## src/rtl/tm_pkg.sv

```systemverilog
package tm_pkg;
  localparam int DATA_W    = 32;
  localparam int ADDR_W    = 8;
  localparam int UPPER_OFS = 16;
  localparam int SIGN_TOP  = 16;
  localparam int FLAG_LO   = 17;
  localparam int FLAG_HI   = 18;
  localparam int FLAG_CR   = 19;
  localparam int FLAG_VLD  = 21;

  localparam int A_ENABLE  = 'h04;
  localparam int A_BSTAT   = 'h08;
  localparam int A_BCLR    = 'h0C;
  localparam int A_BMASK   = 'h10;
  localparam int A_CSTAT   = 'h14;
  localparam int A_CCLR    = 'h18;
  localparam int A_CMASK   = 'h1C;
  localparam int A_THR     = 'h20;
  localparam int A_CRIT    = 'h60;
  localparam int A_STAT    = 'hA0;
  localparam int A_READY   = 'hE4;

  typedef struct packed {
    logic cr;
    logic hi;
    logic lo;
  } hit_t;
endpackage

```

## src/rtl/tm_compare.sv

```systemverilog
module tm_compare #(
  parameter int CW = 12
) (
  input  logic signed [CW-1:0] code,
  input  logic signed [CW-1:0] lo_thr,
  input  logic signed [CW-1:0] hi_thr,
  input  logic signed [CW-1:0] cr_thr,
  output tm_pkg::hit_t         hit
);
  always_comb begin
    hit.lo = (code <= lo_thr);
    hit.hi = (code >= hi_thr);
    hit.cr = (code >= cr_thr);
  end
endmodule

```

## src/rtl/tm_sample_store.sv

```systemverilog
module tm_sample_store #(
  parameter int N  = 16,
  parameter int CW = 12,
  parameter int IW = 4
) (
  input  logic          clk,
  input  logic          rst,
  input  logic          wr_en,
  input  logic [IW-1:0] wr_idx,
  input  logic [CW-1:0] wr_code,
  input  tm_pkg::hit_t  wr_hit,
  input  logic [IW-1:0] rd_idx,
  output logic [CW-1:0] rd_code,
  output tm_pkg::hit_t  rd_hit,
  output logic          rd_valid,
  output logic [N-1:0]  valid_vec,
  output logic          ready
);
  logic [CW-1:0] code_mem [N];
  tm_pkg::hit_t  hit_mem  [N];

  // storage without reset so that a RAM can be inferred
  always_ff @(posedge clk) begin
    if (wr_en) begin
      code_mem[wr_idx] <= wr_code;
      hit_mem[wr_idx]  <= wr_hit;
    end
  end

  always_ff @(posedge clk) begin
    if (rst) begin
      valid_vec <= '0;
      ready     <= 1'b0;
    end else if (wr_en) begin
      valid_vec[wr_idx] <= 1'b1;
      ready             <= 1'b1;
    end
  end

  always_comb begin
    rd_valid = valid_vec[rd_idx];
    rd_code  = rd_valid ? code_mem[rd_idx] : '0;
    rd_hit   = rd_valid ? hit_mem[rd_idx]  : '0;
  end
endmodule

```

## src/rtl/tm_event_latch.sv

```systemverilog
module tm_event_latch #(
  parameter int W = 16
) (
  input  logic         clk,
  input  logic         rst,
  input  logic [W-1:0] set_vec,
  input  logic [W-1:0] clr_vec,
  input  logic [W-1:0] mask_vec,
  input  logic [W-1:0] en_vec,
  output logic [W-1:0] stat,
  output logic         irq
);
  always_ff @(posedge clk) begin
    if (rst) begin
      stat <= '0;
      irq  <= 1'b0;
    end else begin
      stat <= (stat & ~clr_vec) | set_vec;
      irq  <= |(stat & ~mask_vec & en_vec);
    end
  end
endmodule

```

## src/rtl/thermal_monitor.sv

```systemverilog
module thermal_monitor #(
  parameter int N  = 16,
  parameter int CW = 12,
  parameter int IW = 4
) (
  input  logic                      clk,
  input  logic                      rst,
  input  logic                      smp_valid,
  input  logic [IW-1:0]             smp_sensor,
  input  logic [CW-1:0]             smp_code,
  input  logic                      bus_wr,
  input  logic                      bus_rd,
  input  logic [tm_pkg::ADDR_W-1:0] bus_addr,
  input  logic [tm_pkg::DATA_W-1:0] bus_wdata,
  output logic [tm_pkg::DATA_W-1:0] bus_rdata,
  output logic                      irq_band,
  output logic                      irq_crit
);
  import tm_pkg::*;

  localparam int BW     = DATA_W;
  localparam int SPAN   = 4 * N;
  localparam int HI_LSB = CW;
  localparam int SEXT   = SIGN_TOP - CW + 1;

  logic [CW-1:0] thr_lo [N];
  logic [CW-1:0] thr_hi [N];
  logic [CW-1:0] thr_cr [N];
  logic [2:0]    en_q;
  logic [BW-1:0] band_mask;
  logic [N-1:0]  crit_mask;
  logic [BW-1:0] band_stat, band_set, band_clr;
  logic [N-1:0]  crit_stat, crit_set, crit_clr;
  logic [N-1:0]  valid_vec;
  logic          ready;

  // address decode
  int            a;
  logic          in_thr, in_cr, in_st;
  logic [IW-1:0] thr_idx, cr_idx, st_idx;

  always_comb begin
    a       = int'(bus_addr);
    in_thr  = (a >= A_THR)  && (a < A_THR + SPAN)  && (bus_addr[1:0] == 2'b00);
    in_cr   = (a >= A_CRIT) && (a < A_CRIT + SPAN) && (bus_addr[1:0] == 2'b00);
    in_st   = (a >= A_STAT) && (a < A_STAT + SPAN) && (bus_addr[1:0] == 2'b00);
    thr_idx = IW'((a - A_THR)  >> 2);
    cr_idx  = IW'((a - A_CRIT) >> 2);
    st_idx  = IW'((a - A_STAT) >> 2);
  end

  // sample comparison
  logic         smp_ok;
  tm_pkg::hit_t hit;

  assign smp_ok = smp_valid && (int'(smp_sensor) < N);

  tm_compare #(.CW(CW)) u_cmp (
    .code   (smp_code),
    .lo_thr (thr_lo[smp_sensor]),
    .hi_thr (thr_hi[smp_sensor]),
    .cr_thr (thr_cr[smp_sensor]),
    .hit    (hit)
  );

  logic [CW-1:0] st_code;
  tm_pkg::hit_t  st_hit;
  logic          st_valid;

  tm_sample_store #(.N(N), .CW(CW), .IW(IW)) u_store (
    .clk       (clk),
    .rst       (rst),
    .wr_en     (smp_ok),
    .wr_idx    (smp_sensor),
    .wr_code   (smp_code),
    .wr_hit    (hit),
    .rd_idx    (st_idx),
    .rd_code   (st_code),
    .rd_hit    (st_hit),
    .rd_valid  (st_valid),
    .valid_vec (valid_vec),
    .ready     (ready)
  );

  // event set and clear vectors
  always_comb begin
    band_set = '0;
    crit_set = '0;
    if (smp_ok) begin
      band_set[smp_sensor]             = hit.lo;
      band_set[UPPER_OFS + smp_sensor] = hit.hi;
      crit_set[smp_sensor]             = hit.cr;
    end
    band_clr = (bus_wr && a == A_BCLR) ? bus_wdata : '0;
    crit_clr = (bus_wr && a == A_CCLR) ? bus_wdata[N-1:0] : '0;
  end

  logic [BW-1:0] band_en;
  always_comb begin
    band_en = '0;
    for (int i = 0; i < N; i++) begin
      band_en[i]             = en_q[0];
      band_en[UPPER_OFS + i] = en_q[1];
    end
  end

  tm_event_latch #(.W(BW)) u_band (
    .clk      (clk),
    .rst      (rst),
    .set_vec  (band_set),
    .clr_vec  (band_clr),
    .mask_vec (band_mask),
    .en_vec   (band_en),
    .stat     (band_stat),
    .irq      (irq_band)
  );

  tm_event_latch #(.W(N)) u_crit (
    .clk      (clk),
    .rst      (rst),
    .set_vec  (crit_set),
    .clr_vec  (crit_clr),
    .mask_vec (crit_mask),
    .en_vec   ({N{en_q[2]}}),
    .stat     (crit_stat),
    .irq      (irq_crit)
  );

  // configuration registers
  always_ff @(posedge clk) begin
    if (rst) begin
      en_q      <= '0;
      band_mask <= '0;
      crit_mask <= '0;
      for (int i = 0; i < N; i++) begin
        thr_lo[i] <= {1'b1, {(CW-1){1'b0}}};
        thr_hi[i] <= {1'b0, {(CW-1){1'b1}}};
        thr_cr[i] <= {1'b0, {(CW-1){1'b1}}};
      end
    end else if (bus_wr) begin
      if (a == A_ENABLE) en_q      <= bus_wdata[2:0];
      if (a == A_BMASK)  band_mask <= bus_wdata;
      if (a == A_CMASK)  crit_mask <= bus_wdata[N-1:0];
      if (in_thr) begin
        thr_lo[thr_idx] <= bus_wdata[CW-1:0];
        thr_hi[thr_idx] <= bus_wdata[HI_LSB +: CW];
      end
      if (in_cr) thr_cr[cr_idx] <= bus_wdata[CW-1:0];
    end
  end

  // read path
  logic [BW-1:0] rd_next;
  always_comb begin
    rd_next = '0;
    if (a == A_ENABLE) rd_next[2:0]   = en_q;
    if (a == A_BSTAT)  rd_next        = band_stat;
    if (a == A_BMASK)  rd_next        = band_mask;
    if (a == A_CSTAT)  rd_next[N-1:0] = crit_stat;
    if (a == A_CMASK)  rd_next[N-1:0] = crit_mask;
    if (a == A_READY)  rd_next[0]     = ready;
    if (in_thr) rd_next[2*CW-1:0] = {thr_hi[thr_idx], thr_lo[thr_idx]};
    if (in_cr)  rd_next[CW-1:0]   = thr_cr[cr_idx];
    if (in_st) begin
      rd_next[CW-1:0]         = st_code;
      rd_next[SIGN_TOP:CW]    = {SEXT{st_code[CW-1]}};
      rd_next[FLAG_LO]        = st_hit.lo;
      rd_next[FLAG_HI]        = st_hit.hi;
      rd_next[FLAG_CR]        = st_hit.cr;
      rd_next[FLAG_VLD]       = st_valid;
    end
  end

  always_ff @(posedge clk) begin
    if (rst)         bus_rdata <= '0;
    else if (bus_rd) bus_rdata <= rd_next;
  end
endmodule

```

## config.mk

```make
export PLATFORM = sky130hd
export DESIGN_NAME = thermal_monitor
export DESIGN_NICKNAME = d
export VERILOG_FILES = /design/src/rtl/tm_pkg.sv /design/src/rtl/tm_compare.sv /design/src/rtl/tm_sample_store.sv /design/src/rtl/tm_event_latch.sv /design/src/rtl/thermal_monitor.sv
export SDC_FILE = /design/constraint.sdc
export NUM_CORES = 2
export LEC_CHECK = 0
export ABC_AREA = 1
export BUFFER_PORTS_ARGS = -buffer_cell sky130_fd_sc_hd__buf_2
export CORE_MARGIN = 2
export CORE_UTILIZATION = 60
export CTS_CLUSTER_SIZE = 20
export DETAILED_ROUTE_END_ITERATION = 12
export GPL_TIMING_DRIVEN = 0
export PLACE_DENSITY_LB_ADDON = 0.15
export REMOVE_ABC_BUFFERS = 1
export SLEW_MARGIN = 40
export SYNTH_ARGS = -nofsm -noshare
export SYNTH_HDL_FRONTEND = slang
export SYNTH_SLANG_ARGS = --single-unit
```

## constraint.sdc

```tcl
create_clock -name clk -period 4.2 [get_ports clk]
set_input_delay 1.05 -clock clk [delete_from_list [all_inputs] [get_ports clk]]
set_output_delay 1.05 -clock clk [all_outputs]
set_load 0.02 [all_outputs]
```

# Word-level counts from Yosys, hierarchy flattened

Memory sizes are Yosys's and may differ from the RTL's.
Index checks and enable logic that the tools add are counted.

Magnitude comparators: 15
Multiply operators: 0
Equality and inequality tests: 8
Add/subtract/negate cells: 4
Muxes and demuxes: 46
Shift-type cells: 0
Reduce and logical (&&, ||, !) cells: 20
Bitwise logic cells: 15
Divide/modulo/power cells: 0

Operators by type and width:

| kind                                                | number |
|---|---|
| two-way mux 32 bit                                  | 4 |
| bitwise AND 32 bit                                  | 3 |
| bitwise AND 16 bit                                  | 4 |
| two-way mux 16 bit                                  | 4 |
| inverter 32 bit                                     | 2 |
| two-way mux 12 bit                                  | 5 |
| equality test 8 x 6 -> 1 bit, second input constant | 5 |
| OR reduction 12 bit                                 | 3 |
| bitwise AND 32 x 16 -> 32 bit                       | 1 |
| bitwise mux 32 bit                                  | 1 |
| inverter 16 bit                                     | 2 |
| OR 16 bit                                           | 2 |
| OR 32 bit                                           | 1 |
| OR reduction 32 bit                                 | 1 |
| greater-or-equal comparator 12 bit                  | 2 |
| two-way mux 24 bit                                  | 1 |
| two-way mux 1 bit                                   | 21 |
| two-way mux 20 bit                                  | 1 |
| subtractor 6 bit, second input constant             | 3 |
| equality test 8 x 5 -> 1 bit, second input constant | 2 |
| less-than comparator 8 bit, second input constant   | 2 |
| OR reduction 16 bit                                 | 1 |
| <= comparator 12 bit                                | 1 |
| two-way mux 4 bit                                   | 3 |
| 18 further kinds                                    | 33 |

Bits in read-only memories: 0
Flip-flop bits (word level): 150
Output and inout bits: 34
Word-level logic and storage cells: 123
Memory bits (writable): 816
Memories: 5
Bits in latches: 0

Memories:

| memory           | words | bits a word | read ports | clocked after Yosys merged registers in | write ports | RTL line              | RTL |
|---|---|---|---|---|---|---|---|
| thr_cr           | 16    | 12          | 2          | 0                                       | 16          | thermal_monitor.sv:28 | `logic [CW-1:0] thr_cr [N];` |
| thr_hi           | 16    | 12          | 2          | 0                                       | 16          | thermal_monitor.sv:27 | `logic [CW-1:0] thr_hi [N];` |
| thr_lo           | 16    | 12          | 2          | 0                                       | 16          | thermal_monitor.sv:26 | `logic [CW-1:0] thr_lo [N];` |
| u_store.code_mem | 16    | 12          | 1          | 0                                       | 1           | tm_sample_store.sv:19 | `logic [CW-1:0] code_mem [N];` |
| u_store.hit_mem  | 16    | 3           | 1          | 0                                       | 1           | tm_sample_store.sv:20 | `tm_pkg::hit_t hit_mem [N];` |

# Logic depth before layout (Yosys ltp)

Word-level depth: 10
Gate-level depth with buffers: 20

# Modules after synthesis

Synthesis repeated with hierarchy kept, for this count alone.

Cell total of the unflattened synthesis: 5,675
Area, all modules: 48,635.4 µm²

By module, submodules not included:

| module                   | area an instance (µm²) | seq. area each (µm²) | instances | cells an instance |
|---|---|---|---|---|
| thermal_monitor          | 34,194.0               | 18,958.2             | 1         | 4,039 |
| tm_sample_store          | 11,135.7               | 7,547.2              | 1         | 1,132 |
| tm_event_latch at u_band | 1,462.7                | 660.6                | 1         | 210 |
| tm_compare               | 1,076.0                | 0.0                  | 1         | 184 |
| tm_event_latch at u_crit | 767.0                  | 340.3                | 1         | 110 |

# Worst setup path before layout

Ideal clock, no wire load.

Path kind: input to register
Start: input port smp_sensor[0]
End: register u_band.stat[4]
Cell stages on the path: 14
Data required time: 4,130 ps
Path slack: 286 ps
Arrival time: 3,844 ps
Cell sequence: nor2_1 buf_2 buf_1 a22oi_1 a21oi_1 nor4_1 ha_1 a21oi_1 o21a_1 nand4_1 nand3_1 clkbuf_1 nand2_1 a21oi_1

RTL lines:

| item                 | RTL line             | RTL |
|---|---|---|
| from (decl)          | thermal_monitor.sv:9 | `input logic [IW-1:0] smp_sensor,` |
| to (signal assigned) | tm_event_latch.sv:18 | `stat <= (stat & ~clr_vec) \| set_vec;` |
| to (decl)            | tm_event_latch.sv:10 | `output logic [W-1:0] stat,` |

==> impl_metrics.py <==
metrics = {
    "routing": {
        "drt_iter0_drc": 6530,
        "via_per_inst": 6.46,
        "vias": 40400,
        "dr.pass1.iters": 8,
        "wl_per_cell_um": 25.9,
        "routed_wl_mm": 162,
        "final_antenna_net_count": 0,
        "drc": 0,
    },
    "grt": {
        "gr-usage-all-layers_pct": 40.1,
        "antenna_found_initial": 6,
        "grt_pass1_wl_mm": 234,
        "overflow": 0,
        "grt_pass1_vias": 37300,
        "grt_start_max_net_pins": 77,
    },
    "synth": {
        "ys_ff_latch": 966,
        "yosysWarnings": 0,
        "synth_cells": 5218,
        "synth_cell_type_count": 42,
        "synth-xor-area-share_pct": 0,
        "yosysSeqAreaShare_pct": 59.1,
        "async_reset_ff_share_pct": 0,
        "syn_area_per_cell_um2": 8.91,
        "synthAdderAreaFrac_pct": 0.969,
        "synth-simple-area-share_pct": 23.9,
        "synth_compound_area_share_pct": 10.9,
        "synthMuxAreaShare_pct": 0,
        "synth-main-ff-cell": "edfxtp_1",
        "synth_edf_count": 816,
        "synth_top_family_by_area": "simple AND/OR/NAND/NOR gates",
        "syn-cell-area_mm2": 0.0465,
    },
    "cts": {
        "cts.reportedPaths.clkPinSlew_ns": 0.06,
        "root_buffer": "clkbuf_16",
        "htree_levels": 3,
        "clk_latency_ns": 0.70,
        "cts_buffers": 99,
        "clock_path_buffers": 3,
        "cts_tree": "yes",
        "cts_sinks": 966,
    },
    "timing": {
        "slew_headroom_pct": 43.7,
        "max_clock_freq_ghz": 0.239,
        "rsz0062_at_grt": "true",
        "finalClockSkew_ns": 0.0399,
        "maxSlewViolCount": 0,
        "worstMarginPinSlew_ns": 0.842,
        "min_period_ns": 4.18,
        "hold_ws_ns": 0.472,
        "timing.final.crit_share_pct": 99.5,
        "hold_violations": 0,
        "setup_viol": 0,
    },
    "outcome": {
        "status": "finished clean",
    },
    "floorplan": {
        "core_mm2": 0.0771,
        "ios": 95,
        "die_h_um": 282,
        "num_rows": 102,
        "fp.dieW_um": 282,
        "start_util_pct": 60.3,
        "die-area_mm2": 0.0798,
    },
    "min_path": {
        "holdCritPathClass": "reg -> reg",
    },
    "cells_and_area": {
        "final_cells": 6252,
        "final_nets": 5221,
        "layout_common_cells": "nand2_1 (2128), edfxtp_1 (816), nor2_1 (363)",
        "synthToLayoutAreaGrowth_pct": 12.2,
        "mostFrequentLayoutCell": "nand2_1",
        "drive_gt1_share_pct": 8.74,
    },
    "worst_setup_path": {
        "path_class": "in -> reg",
        "crit_required_ns": 4.61,
        "startpoint_type": "input port",
        "worst_ep_arrival_time_ns": 4.59,
        "crit_fanout": 29,
        "cp-end-kind": "register",
    },
    "placement": {
        "port_buffers": 94,
        "gp_congestion": 0.934,
        "hpwl_mm": 96.2,
        "dp.cells": 6055,
    },
    "power": {
        "powerDensity_mw_per_mm2": 431,
        "p_leak_nw": 20.0,
        "max-vdd-ir-drop_v": 0.000414,
    },
    "flow_run": {
        "max-cap-violations": 0,
    },
}
## path summary, 6_finish.rpt
check	startpoint	to	slack (ns)	cells past startpoint
worst max-delay path	bus_addr[5]	thr_hi[0][8]	0.02	9
worst min-delay path	u_store.valid_vec[9]	u_store.valid_vec[9]	0.47	2
worst max register to register	thr_hi[4][10]	u_band.stat[29]	1.25	13
worst min register to register	u_store.valid_vec[9]	u_store.valid_vec[9]	0.47	2
## sequential cells by signal (all words and copies together) (netlist names), 3 cells and up
register,cells
crit_mask,16
band_mask,32
u_store.code_mem,192
thr_hi,192
u_store.hit_mem,48
thr_lo,192
thr_cr,192
u_store.valid_vec,16
en_q,3
u_band.stat,32
bus_rdata,32
u_crit.stat,16
## cell usage after synthesis, types with 78 or more instances
library cell,n,share of area [%]
a21oi_1,294,3.2
a22oi_1,329,5.3
buf_2,140,1.5
clkbuf_1,195,1.6
dfxtp_1,150,6.5
edfxtp_1,816,53
inv_1,153,1.2
nand2_1,2164,17
nand3_1,128,1.4
nand4_1,78,1.0
nor2_1,373,3.0
o21ai_0,172,1.9
## critical path, cell delays in order
cell and delay [ns]:
buf_2 0.20, a21oi_1 0.36, nand2_2 0.57, clkinv_2 0.57
nand2_1 0.12, inv_2 0.32, nand2_2 0.47, inv_1 0.76
nand2_1 0.11
## metal layers
layer | wire [um] | vias up | GRT usage, %
met3 | 23300 | 676 | 11.0
met5 | 244 | - | 0.916
met1 | 57200 | 19000 | 52.2
met2 | 71100 | 3225 | 60.9
met4 | 10200 | 12 | 22.3
li1 | - | 17500 | -
## cell type report
cell class / count / area [um^2]
sequential: 966 / 27500
fill: 6002 / 24900
multi-input combinational: 3686 / 17100
clock buffer: 119 / 2600
timing repair buffer: 169 / 2140
tap: 1040 / 1300
inverter: 202 / 857
clock inverter: 66 / 718
antenna: 4 / 10.0
## kinds of logic (layout without fill, tap and decap cells)
group	Yosys count	after routing
AND/OR/NAND/NOR	2807	2810
flip-flops	966	966
AO/OA/AOI/OAI	840	840
buffers and inverters	569	556
adder cells (fa/ha/maj)	36	36
other	0	4
## power breakdown
part / internal (mW) / total [mW] / switching (mW) / leakage (nW)
Clock: 5.14 / 9.07 / 3.93 / 1.62
Combinational: 0.660 / 2.43 / 1.77 / 9.34
Sequential: 10.8 / 11.0 / 0.185 / 9.07
## per-stage QoR
step | total power [mW] | setup TNS, ns | util (%) | cell area (um^2) | setup slack (ns)
floorplan | 12.3 | -763.05 | - | 44900 | -3.83
global placement | 13.3 | -8720.50 | 60.5 | 46700 | -13.86
detailed placement | 13.4 | -310.91 | 63.1 | 48600 | -0.953
CTS | 22.3 | 0 | 67.4 | 52000 | 0.000343
global route | 23.0 | -0.0183 | 67.7 | 52200 | -0.0183
finish | 22.5 | 0 | 67.7 | 52200 | 0.0192
## timing repair
item,4_1_cts,5_1_grt
resized for setup,4,21
setup buffers,0,3
hold buffers,0,0
pin swaps,0,3
cloned,0,4
endpoints found under the setup margin,96,182
Power figures use the tool's default switching activity.
